### config.mk
export PLATFORM = sky130hd
export DESIGN_NAME = wear_victim_sel
export DESIGN_NICKNAME = d
export VERILOG_FILES = /design/src/rtl/wvs_pkg.sv /design/src/rtl/blk_state_bank.sv /design/src/rtl/wear_score.sv /design/src/rtl/victim_scan.sv /design/src/rtl/wear_victim_sel.sv
export SDC_FILE = /design/constraint.sdc
export NUM_CORES = 2
export LEC_CHECK = 0
export BUFFER_PORTS_ARGS = -buffer_cell sky130_fd_sc_hd__buf_2
export CORE_MARGIN = 5
export CORE_UTILIZATION = 53
export DETAILED_ROUTE_END_ITERATION = 16
export PLACE_DENSITY = 0.77
export SETUP_SLACK_MARGIN = 0.02
export SYNTH_ARGS = -nofsm -noshare
export SYNTH_HDL_FRONTEND = slang
export SYNTH_SLANG_ARGS = --single-unit
### constraint.sdc
create_clock -name clk -period 38.7 [get_ports clk]
set_clock_uncertainty 0.15 [all_clocks]
set_input_delay 11.61 -clock clk [delete_from_list [all_inputs] [get_ports clk]]
set_output_delay 11.61 -clock clk [all_outputs]
set_load 0.01 [all_outputs]
### src/rtl/wvs_pkg.sv
// Shared types of the wear-aware victim selector.
// Assumes: op codes are fixed by the update interface contract.
package wvs_pkg;

    typedef enum logic [2:0] {
        OP_NOP      = 3'd0,
        OP_ERASE    = 3'd1,
        OP_ECC_ADD  = 3'd2,
        OP_SLC_ADD  = 3'd3,
        OP_TOUCH    = 3'd4,
        OP_TO_READ  = 3'd5,
        OP_TO_WRITE = 3'd6,
        OP_RETIRE   = 3'd7
    } blk_op_e;

    localparam logic REGION_READ  = 1'b0;
    localparam logic REGION_WRITE = 1'b1;

endpackage

### src/rtl/blk_state_bank.sv
// Per-block wear and recency record with one update port and one read port.
// Does: erase/ECC/single-level counters with saturation, recency stamps,
//       region tag and retire mark; exposes the record at rd_idx.
// Assumes: NUM_BLK is a power of two; the recency stamp saturates and is
//       wide enough for the number of touches between resets.
module blk_state_bank
    import wvs_pkg::*;
#(
    parameter int NUM_BLK   = 16,
    parameter int ERASE_W   = 20,
    parameter int PAGES_MLC = 128,
    parameter int MAX_ECC   = 12,
    parameter int READ_PCT  = 90,
    parameter int STAMP_W   = 16,
    localparam int BLK_W     = $clog2(NUM_BLK),
    localparam int ECC_CAP   = PAGES_MLC * MAX_ECC,
    localparam int ECC_W     = $clog2(ECC_CAP + 1),
    localparam int SLC_W     = $clog2(PAGES_MLC + 1),
    localparam int READ_BLKS = NUM_BLK * READ_PCT / 100
) (
    input  logic               clk,
    input  logic               rst_n,
    input  logic               upd_valid,
    input  logic [2:0]         upd_op,
    input  logic [BLK_W-1:0]   upd_blk,
    input  logic [ECC_W-1:0]   upd_val,
    input  logic [BLK_W-1:0]   rd_idx,
    output logic [ERASE_W-1:0] rd_erase,
    output logic [ECC_W-1:0]   rd_ecc,
    output logic [SLC_W-1:0]   rd_slc,
    output logic [STAMP_W-1:0] rd_stamp,
    output logic               rd_region,
    output logic               rd_retired
);

    localparam logic [ECC_W-1:0] ECC_CAP_V = ECC_W'(ECC_CAP);
    localparam logic [SLC_W-1:0] SLC_CAP_V = SLC_W'(PAGES_MLC);

    blk_op_e op_e;
    assign op_e = blk_op_e'(upd_op);

    logic [STAMP_W-1:0] stamp_q;
    logic [STAMP_W-1:0] stamp_nxt;
    logic               touch_any;

    assign touch_any = upd_valid && (op_e == OP_TOUCH);
    assign stamp_nxt = (stamp_q == '1) ? stamp_q : stamp_q + 1'b1;

    // Global recency clock: advances once per touch, saturating.
    always_ff @(posedge clk) begin
        if (!rst_n)         stamp_q <= '0;
        else if (touch_any) stamp_q <= stamp_nxt;
    end

    logic [ERASE_W-1:0] erase_a   [NUM_BLK];
    logic [ECC_W-1:0]   ecc_a     [NUM_BLK];
    logic [SLC_W-1:0]   slc_a     [NUM_BLK];
    logic [STAMP_W-1:0] stamp_a   [NUM_BLK];
    logic               region_a  [NUM_BLK];
    logic               retired_a [NUM_BLK];

    for (genvar g = 0; g < NUM_BLK; g++) begin : g_blk
        logic [ERASE_W-1:0] erase_q;
        logic [ECC_W-1:0]   ecc_q;
        logic [SLC_W-1:0]   slc_q;
        logic [STAMP_W-1:0] bstamp_q;
        logic               region_q;
        logic               retired_q;
        logic               hit;
        logic [ECC_W:0]     ecc_sum;

        assign hit     = upd_valid && (upd_blk == BLK_W'(g));
        assign ecc_sum = {1'b0, ecc_q} + {1'b0, upd_val};

        // Record update for this block: one op per cycle, all counters saturate.
        always_ff @(posedge clk) begin
            if (!rst_n) begin
                erase_q   <= '0;
                ecc_q     <= '0;
                slc_q     <= '0;
                bstamp_q  <= '0;
                region_q  <= (g >= READ_BLKS) ? REGION_WRITE : REGION_READ;
                retired_q <= 1'b0;
            end else if (hit) begin
                unique case (op_e)
                    OP_ERASE:    if (erase_q != '1) erase_q <= erase_q + 1'b1;
                    OP_ECC_ADD:  ecc_q <= (ecc_sum > {1'b0, ECC_CAP_V}) ? ECC_CAP_V
                                                                       : ecc_sum[ECC_W-1:0];
                    OP_SLC_ADD:  if (slc_q != SLC_CAP_V) slc_q <= slc_q + 1'b1;
                    OP_TOUCH:    bstamp_q <= stamp_nxt;
                    OP_TO_READ:  region_q <= REGION_READ;
                    OP_TO_WRITE: region_q <= REGION_WRITE;
                    OP_RETIRE:   retired_q <= 1'b1;
                    default: ;
                endcase
            end
        end

        assign erase_a[g]   = erase_q;
        assign ecc_a[g]     = ecc_q;
        assign slc_a[g]     = slc_q;
        assign stamp_a[g]   = bstamp_q;
        assign region_a[g]  = region_q;
        assign retired_a[g] = retired_q;


        erase_step_chk: assert property (@(posedge clk) disable iff (!rst_n)
            (hit && op_e == OP_ERASE && erase_q != '1) |=> erase_q == $past(erase_q) + 1'b1);


        ecc_cap_chk: assert property (@(posedge clk) disable iff (!rst_n)
            ecc_q <= ECC_CAP_V);
    end

    // Read port used by the sequential search.
    always_comb begin
        rd_erase   = erase_a[rd_idx];
        rd_ecc     = ecc_a[rd_idx];
        rd_slc     = slc_a[rd_idx];
        rd_stamp   = stamp_a[rd_idx];
        rd_region  = region_a[rd_idx];
        rd_retired = retired_a[rd_idx];
    end

endmodule

### src/rtl/wear_score.sv
// Weighted wear score: erase + k1*ecc + k2*slc, clamped to SCORE_W bits.
// Assumes: the internal sum width holds the unclamped result exactly.
module wear_score #(
    parameter int ERASE_W = 20,
    parameter int ECC_W   = 11,
    parameter int SLC_W   = 8,
    parameter int WT_W    = 8,
    parameter int SCORE_W = 24,
    localparam int SUM_W  = ERASE_W + ECC_W + SLC_W + 2 * WT_W
) (
    input  logic [ERASE_W-1:0] erase_cnt,
    input  logic [ECC_W-1:0]   ecc_total,
    input  logic [SLC_W-1:0]   slc_cnt,
    input  logic [WT_W-1:0]    k1,
    input  logic [WT_W-1:0]    k2,
    output logic [SCORE_W-1:0] score
);

    localparam logic [SUM_W-1:0] SCORE_MAX = SUM_W'({SCORE_W{1'b1}});

    logic [SUM_W-1:0] total;

    // Exact weighted sum, then clamp to the score width.
    always_comb begin
        total = SUM_W'(erase_cnt)
              + SUM_W'(k1) * SUM_W'(ecc_total)
              + SUM_W'(k2) * SUM_W'(slc_cnt);
        score = (total > SCORE_MAX) ? '1 : total[SCORE_W-1:0];
    end

endmodule

### src/rtl/victim_scan.sv
// Sequential victim search, one block per cycle.
// Does: tracks the oldest live block of the requesting region and the
//       least-worn live block overall, then applies the threshold override.
// Assumes: the block record is stable while busy; scores of rd_idx arrive
//       combinationally in the same cycle.
module victim_scan #(
    parameter int NUM_BLK = 16,
    parameter int STAMP_W = 16,
    parameter int SCORE_W = 24,
    localparam int BLK_W  = $clog2(NUM_BLK)
) (
    input  logic               clk,
    input  logic               rst_n,
    input  logic               req,
    input  logic               req_region,
    input  logic [SCORE_W-1:0] thresh,
    output logic [BLK_W-1:0]   rd_idx,
    input  logic [SCORE_W-1:0] cur_score,
    input  logic [STAMP_W-1:0] cur_stamp,
    input  logic               cur_region,
    input  logic               cur_retired,
    output logic               busy,
    output logic               done,
    output logic               found,
    output logic [BLK_W-1:0]   victim,
    output logic               migrate
);

    localparam logic [BLK_W-1:0] LAST_IDX = BLK_W'(NUM_BLK - 1);

    logic               busy_q, done_q, found_q, mig_q;
    logic [BLK_W-1:0]   idx_q, vic_q;
    logic               region_q;
    logic [SCORE_W-1:0] thr_q;
    logic               cand_ok_q, min_ok_q;
    logic [BLK_W-1:0]   cand_blk_q, min_blk_q;
    logic [STAMP_W-1:0] cand_stamp_q;
    logic [SCORE_W-1:0] cand_score_q, min_score_q;

    logic               take_c, take_m, over;
    logic               cand_ok_n, min_ok_n;
    logic [BLK_W-1:0]   cand_blk_n, min_blk_n;
    logic [STAMP_W-1:0] cand_stamp_n;
    logic [SCORE_W-1:0] cand_score_n, min_score_n;

    // Fold the current block into both running searches.
    always_comb begin
        take_c = !cur_retired && (cur_region == region_q)
                 && (!cand_ok_q || cur_stamp < cand_stamp_q);
        take_m = !cur_retired && (!min_ok_q || cur_score < min_score_q);
        cand_ok_n    = cand_ok_q || take_c;
        cand_blk_n   = take_c ? idx_q     : cand_blk_q;
        cand_stamp_n = take_c ? cur_stamp : cand_stamp_q;
        cand_score_n = take_c ? cur_score : cand_score_q;
        min_ok_n     = min_ok_q || take_m;
        min_blk_n    = take_m ? idx_q     : min_blk_q;
        min_score_n  = take_m ? cur_score : min_score_q;
        over = cand_ok_n && min_ok_n && ((cand_score_n - min_score_n) > thr_q);
    end

    // Search sequencer: accept when idle, step the index, publish on the last block.
    always_ff @(posedge clk) begin
        if (!rst_n) begin
            busy_q <= 1'b0; done_q <= 1'b0; found_q <= 1'b0; mig_q <= 1'b0;
            idx_q <= '0; vic_q <= '0; region_q <= 1'b0; thr_q <= '0;
            cand_ok_q <= 1'b0; min_ok_q <= 1'b0;
            cand_blk_q <= '0; min_blk_q <= '0; cand_stamp_q <= '0;
            cand_score_q <= '0; min_score_q <= '0;
        end else begin
            done_q <= 1'b0;
            if (!busy_q) begin
                if (req) begin
                    busy_q    <= 1'b1;
                    idx_q     <= '0;
                    region_q  <= req_region;
                    thr_q     <= thresh;
                    cand_ok_q <= 1'b0;
                    min_ok_q  <= 1'b0;
                end
            end else begin
                cand_ok_q    <= cand_ok_n;
                cand_blk_q   <= cand_blk_n;
                cand_stamp_q <= cand_stamp_n;
                cand_score_q <= cand_score_n;
                min_ok_q     <= min_ok_n;
                min_blk_q    <= min_blk_n;
                min_score_q  <= min_score_n;
                idx_q        <= idx_q + 1'b1;
                if (idx_q == LAST_IDX) begin
                    busy_q  <= 1'b0;
                    done_q  <= 1'b1;
                    found_q <= cand_ok_n;
                    mig_q   <= over;
                    vic_q   <= over ? min_blk_n : cand_blk_n;
                end
            end
        end
    end

    assign rd_idx  = idx_q;
    assign busy    = busy_q;
    assign done    = done_q;
    assign found   = found_q;
    assign victim  = vic_q;
    assign migrate = mig_q;


    done_pulse_chk: assert property (@(posedge clk) disable iff (!rst_n)
        done |=> !done);


    start_busy_chk: assert property (@(posedge clk) disable iff (!rst_n)
        (req && !busy) |=> busy);


    mig_found_chk: assert property (@(posedge clk) disable iff (!rst_n)
        migrate |-> found);


    mig_other_chk: assert property (@(posedge clk) disable iff (!rst_n)
        (done && migrate) |-> (victim != cand_blk_q));

endmodule

### src/rtl/wear_victim_sel.sv
// Top of the wear-aware victim selector.
// Does: ties the block record, the score datapath and the search together.
// Assumes: cfg_k2 > cfg_k1 whenever a request is made; updates are not
//       issued while busy.
module wear_victim_sel #(
    parameter int NUM_BLK   = 16,
    parameter int ERASE_W   = 20,
    parameter int PAGES_MLC = 128,
    parameter int MAX_ECC   = 12,
    parameter int READ_PCT  = 90,
    parameter int STAMP_W   = 16,
    parameter int WT_W      = 8,
    parameter int SCORE_W   = 24,
    localparam int BLK_W    = $clog2(NUM_BLK),
    localparam int ECC_W    = $clog2(PAGES_MLC * MAX_ECC + 1),
    localparam int SLC_W    = $clog2(PAGES_MLC + 1)
) (
    input  logic               clk,
    input  logic               rst_n,
    input  logic [WT_W-1:0]    cfg_k1,
    input  logic [WT_W-1:0]    cfg_k2,
    input  logic [SCORE_W-1:0] cfg_thresh,
    input  logic               upd_valid,
    input  logic [2:0]         upd_op,
    input  logic [BLK_W-1:0]   upd_blk,
    input  logic [ECC_W-1:0]   upd_val,
    input  logic               req,
    input  logic               req_region,
    output logic               busy,
    output logic               done,
    output logic               found,
    output logic [BLK_W-1:0]   victim,
    output logic               migrate
);

    logic [BLK_W-1:0]   rd_idx;
    logic [ERASE_W-1:0] rd_erase;
    logic [ECC_W-1:0]   rd_ecc;
    logic [SLC_W-1:0]   rd_slc;
    logic [STAMP_W-1:0] rd_stamp;
    logic               rd_region, rd_retired;
    logic [SCORE_W-1:0] rd_score;

    blk_state_bank #(
        .NUM_BLK(NUM_BLK), .ERASE_W(ERASE_W), .PAGES_MLC(PAGES_MLC),
        .MAX_ECC(MAX_ECC), .READ_PCT(READ_PCT), .STAMP_W(STAMP_W)
    ) u_bank (
        .clk(clk), .rst_n(rst_n),
        .upd_valid(upd_valid), .upd_op(upd_op), .upd_blk(upd_blk), .upd_val(upd_val),
        .rd_idx(rd_idx), .rd_erase(rd_erase), .rd_ecc(rd_ecc), .rd_slc(rd_slc),
        .rd_stamp(rd_stamp), .rd_region(rd_region), .rd_retired(rd_retired)
    );

    wear_score #(
        .ERASE_W(ERASE_W), .ECC_W(ECC_W), .SLC_W(SLC_W),
        .WT_W(WT_W), .SCORE_W(SCORE_W)
    ) u_score (
        .erase_cnt(rd_erase), .ecc_total(rd_ecc), .slc_cnt(rd_slc),
        .k1(cfg_k1), .k2(cfg_k2), .score(rd_score)
    );

    victim_scan #(
        .NUM_BLK(NUM_BLK), .STAMP_W(STAMP_W), .SCORE_W(SCORE_W)
    ) u_scan (
        .clk(clk), .rst_n(rst_n),
        .req(req), .req_region(req_region), .thresh(cfg_thresh),
        .rd_idx(rd_idx), .cur_score(rd_score), .cur_stamp(rd_stamp),
        .cur_region(rd_region), .cur_retired(rd_retired),
        .busy(busy), .done(done), .found(found), .victim(victim), .migrate(migrate)
    );


    weight_order_chk: assert property (@(posedge clk) disable iff (!rst_n)
        (req && !busy) |-> (cfg_k2 > cfg_k1));

endmodule

### Word level (Yosys, flattened, before mapping)

Cells that the tools add are included.

* register bits after elaboration: 1039
* input bits: 63
* output and inout port bits: 8
* logic and storage cells: 430

* add/sub/neg operators: 53
* multiply operators: 2
* order comparisons: 21
* eq/ne operators: 57
* mux-type cells: 51
* bitwise operators: 2
* reduce and logical (&&, ||, !) cells: 132

Operators by type and width (count)
* $add A20 B1 Y20 const B: 16
* $ne A20 B20 Y1 const B: 16
* $mux W11: 18
* $add A11 B11 Y12: 16
* $gt A12 B11 Y1 const B: 16
* $reduce_and A2 Y1: 68
* $add A8 B1 Y8 const B: 16
* $ne A8 B8 Y1 const B: 16
* $reduce_and A3 Y1: 32
* $bmux W20 S4: 1
* $mux W24: 3
* $bmux W16 S4: 1
* $add A55 B16 Y55: 1
* $gt A55 B24 Y1 const B: 1
* $mux W16: 3
* $bmux W11 S4: 1
* $mux W20: 2
* $eq A4 B4 Y1 const B: 9
* $bmux W8 S4: 1
* $gt A24 B24 Y1: 1
* $lt A24 B24 Y1: 1
* $sub A24 B24 Y24: 1
* $logic_and A1 B1 Y1: 22
* $add A20 B19 Y21: 1
* 25 further kinds: 55

### Logic depth before layout (Yosys ltp)

* depth in word-level cells: 17
* mapped depth: 65
* mapped depth without buffers: 59

### Hierarchy

From an unflattened synthesis, not the netlist that was laid out.

* cells, all modules: 7218
* area total of the unflattened synthesis: 65151.2 um^2

Modules (own cells, without submodules)
* blk_state_bank: instances 1, cells an instance 5540, area an instance 51269.2 um^2, seq. area each 18577.8 um^2
* victim_scan: instances 1, cells an instance 991, area an instance 7805.0 um^2, seq. area each 2222.1 um^2
* wear_score: instances 1, cells an instance 687, area an instance 6077.1 um^2, seq. area each 0.0 um^2

### Worst setup path before layout

No wires, ideal clock.

* path type: in2reg
* start point: input port cfg_k1[1]
* end point: register u_scan.vic_q[0] (netlist: u_scan.victim[0])
* setup time: 121 ps
* data arrival time: 23924 ps
* data required time: 38429 ps
* path slack: 14506 ps
* stages on the path: 57
* path buffers: 2
* cells stage by stage: clkbuf_1 nand2_1 fa_1 inv_1 fa_1 ha_1 inv_1 fa_1 inv_1 fa_1 a21o_1 a21oi_1 xnor2_1 fa_1 fa_1 inv_1 fa_1 inv_1 [21 not listed] fa_1 a21oi_1 o21ai_0 a21oi_1 a21oi_1 o21ai_0 a311oi_1 mux2i_1 nand3_1 ha_1 nand4_1 nor3_1 nand4_1 a211o_1 a221oi_1 a22oi_1 nor2_1 o31ai_1

* longest elaborated chain between the ends: 13
* elaborated cells on any way between the ends: 17
* classes of those cells: add/sub: 3; mul: 1; order compare: 3; mux: 5; reduce/logical: 5

Ends and longest elaborated chain
* start, declared: line wear_victim_sel.sv:20 `input logic [WT_W-1:0] cfg_k1,`
* $mul A8 B11 Y19 (*): line wear_score.sv:26 `+ SUM_W'(k1) * SUM_W'(ecc_total)`
* $add A20 B19 Y21 (*): line wear_score.sv:26
* $add A55 B16 Y55 (*): line wear_score.sv:27 `+ SUM_W'(k2) * SUM_W'(slc_cnt);`
* $gt A55 B24 Y1: line wear_score.sv:28 `score = (total > SCORE_MAX) ? '1 : total[SCORE_W-1:0];`
* $mux W24 (*): line wear_score.sv:28
* $lt A24 B24 Y1: line victim_scan.sv:50 `take_m = !cur_retired && (!min_ok_q || cur_score < min_score_q);`
* $logic_or A1 B1 Y1: line victim_scan.sv:50
* $logic_and A1 B1 Y1: line victim_scan.sv:50
* $mux W24 (*): line victim_scan.sv:57 `min_score_n = take_m ? cur_score : min_score_q;`
* named net u_scan.min_score_n[0]: line victim_scan.sv:44 `logic [SCORE_W-1:0] cand_score_n, min_score_n;`
* $sub A24 B24 Y24 (*): line victim_scan.sv:58 `over = cand_ok_n && min_ok_n && ((cand_score_n - min_score_n) > thr_q);`
* $gt A24 B24 Y1 (*): line victim_scan.sv:58
* $logic_and A1 B1 Y1 (*): line victim_scan.sv:58
* $mux W4 (*): line victim_scan.sv:94 `vic_q <= over ? min_blk_n : cand_blk_n;`
* end signal, assigned: line victim_scan.sv:94
* end, declared: line victim_scan.sv:32 `logic [BLK_W-1:0] idx_q, vic_q;`

The timed path passes the listed nets; every way through them passes the cells marked *.
A chain may end at the register's enable or synchronous reset.

### Worst setup path after layout

* start point: input port cfg_k1[1]
* end point: register u_scan.vic_q[1] (netlist: u_scan.victim[1])

The elaborated chain is that of the path after synthesis.

==> summary.txt <==
Placed design
  – Area after DPL: 65800 um^2
  – Detailed-placement wirelength estimate: 125 mm
  – Count of buffers inserted at the top-level ports: 70
  – Final estimated routing congestion in global placement: 0.908

Route
  – Average wire length per cell after detail routing: 20.0 um
  – Final WL: 177 mm
  – Post-DR vias/cell: 6.09
  – Antenna violation net count after detailed routing: 0
  – Pre-antenna DRT Iters: 6
  – 1st-iter DRT viols: 4965
  – Drt drc: 0
  – Via count: 53628

GRT
  – Vias in the first global route: 51532
  – GRT Overall Usage: 26.9%
  – Final global-route overflow total: 0
  – Initial antenna violation count: 14
  – First-pass GRT wire length: 279 mm
  – Largest net degree at the start of global routing: 149

Final layout
  – Relative area change from synthesis to final layout: 8.87%
  – Finished layout cell area: 69700 um^2
  – Total Nets Final: 7692
  – Fraction of final layout cells sized beyond drive strength 1: 10.0%
  – Fill cell total of the finished layout: 10090

STA
  – Fin. Hold Viols: 0
  – Final Hold Slack: 302 ps
  – Worst slew pin tran: 1260 ps
  – Count of endpoints failing setup in the final report: 0
  – Final sum of negative setup slack: 0 ps
  – Ratio of final minimum period to clock period: 64.9%
  – Final number of max-transition violations: 0
  – Setup repair after global routing missed its margin: no
  – Tmin final: 25120 ps
  – Worst relative slew slack: 15.4%
  – Max Clk Rate: 39.8 MHz

Pwr
  – Sequential share of power: 45.5%
  – IR drop worst, VDD: 37.7 uV
  – Fraction of power spent switching nets: 24.5%
  – Clock power share: 47.4%
  – PnR Total Power: 2.37 mW
  – PwrDens: 34.0 nW/um^2
  – Fraction of power consumed by combinational cells: 7.2%
  – Internal power component: 1.79 mW
  – Total leakage power: 26.0 nW
  – Net switching power figure: 0.581 mW

Setup path
  – Crit path from: cfg_k1[1]
  – Kind of cell with the highest combined delay on the critical path: adder cells
  – Worst Setup End Kind: flop
  – Data arrival at the endpoint of the critical path: 25610 ps
  – Required time reported for the critical path endpoint: 39190 ps
  – Startpoint type of the worst setup path: input pin
  – RR Startpoint: u_scan.rd_idx[0]$_SDFFE_PN0P_
  – Critical path fanouts, max: 33
  – Critical Path Slowest Stage Cell: nor4b_1
  – Cell seen most often among critical-path stages: fa_1
  – Number of buffers and inverters on the critical path: 10
  – Path type of the worst setup path: input pin to flop
  – Crit-path max cell delay: 770 ps

Synthesis
  – Largest area contributor in the netlist: dfxtp_1
  – Top area cells in the synthesized netlist: dfxtp_1 32%, mux4_2 10%, ha_1 7.7%
  – Synthesized net count: 7752
  – Post-Synthesis Mean Instance Area: 8.95 um^2
  – Most common cell in the netlist: dfxtp_1
  – Number of distinct library cells after synthesis: 79
  – Summed instance area of the synthesized netlist: 64000 um^2
  – Post-synth EDFFs: 0
  – Yosys warning total: 0
  – Flops & latches, synth: 1039
  – Ranking of synthesized cells by instance count: 1039 x dfxtp_1, 811 x nor2_1, 713 x nand2_1
  – Commonest register cell after synthesis: dfxtp_1
  – Syn Inst Count: 7158
  – Proportion of synthesized flip-flops having asynchronous set or reset: 0%
  – Proportion of synthesized chip area in sequential cells: 32.5%
  – Share of the synthesized area in the top cell type: 32.5%

CTS
  – CTS H-Tree Depth: 3
  – Hold buffer count at CTS: 0
  – Buffer depth of the longest clock path: 3
  – Number of setup buffers added after CTS: 0
  – Clock tree from TritonCTS: done
  – Clock insertion delay at the later pin of the skew report: 730 ps
  – Master cell of the clock root buffer: clkbuf_16
  – TritonCTS buffer count: 111
  – Clock transition at the register clock pins on the worst setup and hold paths after CTS: 60 ps
  – Number of gates given a new drive strength after cts: 0
  – Total clock sinks: 1039

Floorplan
  – Vertical extent of the die: 358 um
  – Placeable core region: 120000 um^2
  – Count of boundary I/O pins: 71
  – Die width: 358 um
  – DIE AREA: 128000 um^2
  – Std cell rows: 127
  – Starting density of the core: 53.4%

Run
  – Max Cap Violations: 0

Outcome
  – Outcome: finished, final reports clean

Min path
  – Worst hold path startpoint: u_bank.g_blk[1].bstamp_q[10]$_SDFFE_PN0P_
  – Worst min path class: flop to flop
[layout by cell type (no fill, tap or decap), types with 24 or more instances in the layout]
cell type / Yosys / layout
clkbuf_8: 0 / 30
a21o_1: 45 / 45
nor4_1: 31 / 30
nand2_1: 713 / 713
and4_1: 47 / 47
o221a_2: 30 / 30
o21bai_1: 24 / 24
o211ai_1: 34 / 34
mux2_2: 28 / 28
nor3_1: 136 / 136
ha_1: 393 / 393
clkbuf_16: 0 / 112
inv_1: 445 / 445
a21oi_1: 486 / 486
a22o_1: 79 / 79
xnor2_1: 237 / 237
a211oi_1: 158 / 158
nand2b_1: 34 / 34
or3_1: 126 / 126
mux2i_1: 46 / 45
xor2_1: 262 / 262
o21ai_0: 292 / 292
o2111ai_1: 29 / 29
nor2_1: 811 / 795
a31oi_1: 26 / 26
buf_4: 6 / 56
buf_2: 17 / 69
fa_1: 138 / 138
and2_1: 133 / 133
dfxtp_1: 1039 / 1035
mux4_2: 284 / 284
nand3_1: 223 / 223
nand4_1: 104 / 104
o21a_1: 71 / 71
and3_1: 88 / 88
nor2b_1: 33 / 32
[stage by stage]
step / setup slack (ps) / std cells / utilization (%)
after floorplan: 14510 / 7158 / -
after global placement: 13380 / 8597 / 54.8
after detailed placement: 13050 / 8597 / 54.8
after CTS: 13770 / 8802 / 58.1
after global routing: 12550 / 8803 / 58.1
final: 13580 / 8811 / 58.1
[power groups by stage]
stage	sequential, mW	clock, mW	combinational [mW]
after global placement	1.10	0	0.162
final	1.08	1.12	0.170
after detailed placement	1.10	0	0.167
after global routing	1.08	1.18	0.186
after floorplan	1.10	0	0.125
after CTS	1.08	1.14	0.168
[path summary, 6_finish.rpt]
| path | endpoint | slack [ps] | cells after the start |
|---|---|---|---|
| setup / recovery | u_scan.victim[1]$_SDFFE_PN0P_ | 13580 | 55 |
| hold / removal | u_bank.g_blk[1].bstamp_q[10]$_SDFFE_PN0P_ | 300 | 2 |
| setup reg to reg | u_scan.victim[1]$_SDFFE_PN0P_ | 21570 | 58 |
| hold reg to reg | u_bank.g_blk[1].bstamp_q[10]$_SDFFE_PN0P_ | 300 | 2 |
[worst reg2reg max path, delay by kind of cell (launching register included)]
family          cells  cell delay, ps
compound gates     15            3560
xor+xnor            1             140
fa+ha+maj          14            5480
buf+inv            11            1480
flops               1             880
mux                 4            1970
simple gates       13            3400
[kinds of logic (layout without fill, tap and decap cells)]
| family | after synthesis | count (layout) | share of synthesized area (%) |
|---|---|---|---|
| mux | 358 | 358 | 11.2 |
| fa+ha+maj | 531 | 531 | 12.0 |
| xor+xnor | 499 | 499 | 6.82 |
| simple gates | 2571 | 2571 | 18.9 |
| other cells | 0 | 9 | 0 |
| buf+inv | 749 | 781 | 4.48 |
| compound gates | 1411 | 1411 | 14.1 |
| flops | 1039 | 1039 | 32.5 |
[per-layer routing]
layer | vias up | GRT usage (%) | part of all wire, %
li1 | 25360 | - | -
met1 | 25865 | 35.0 | 41
met2 | 1955 | 43.7 | 46
met3 | 446 | 5.82 | 8.6
met4 | 2 | 11.4 | 4.5
met5 | - | 0 | 0.011
[flip-flops by register name, summed over array words and instances, names as in the netlist, 4 cells and up]
signal                  count
u_scan.cand_blk_q           4
u_bank.stamp_q             16
u_bank.g_blk.retired_q     16
u_bank.g_blk.region_q      16
u_scan.thr_q               24
u_scan.rd_idx               4
u_bank.g_blk.ecc_q        176
u_scan.cand_score_q        24
u_scan.cand_stamp_q        16
u_scan.min_blk_q            4
u_scan.min_score_q         24
u_scan.victim               4
u_bank.g_blk.slc_q        128
u_bank.g_blk.bstamp_q     256
u_bank.g_blk.erase_q      320
[layout make-up]
type / instances / area [um^2] / share of cell area, %
flip-flops and latches: 1039 / 20800 / 29.9
repair buffers: 129 / 837 / 1.20
clock inverters: 43 / 619 / 0.888
diodes: 9 / 22.5 / 0.0323
clock buffers: 162 / 3290 / 4.72
multi-input cells: 5370 / 40400 / 58.0
inverters: 447 / 1690 / 2.42
well taps: 1612 / 2020 / 2.89
(Power assumes the default switching activity.)
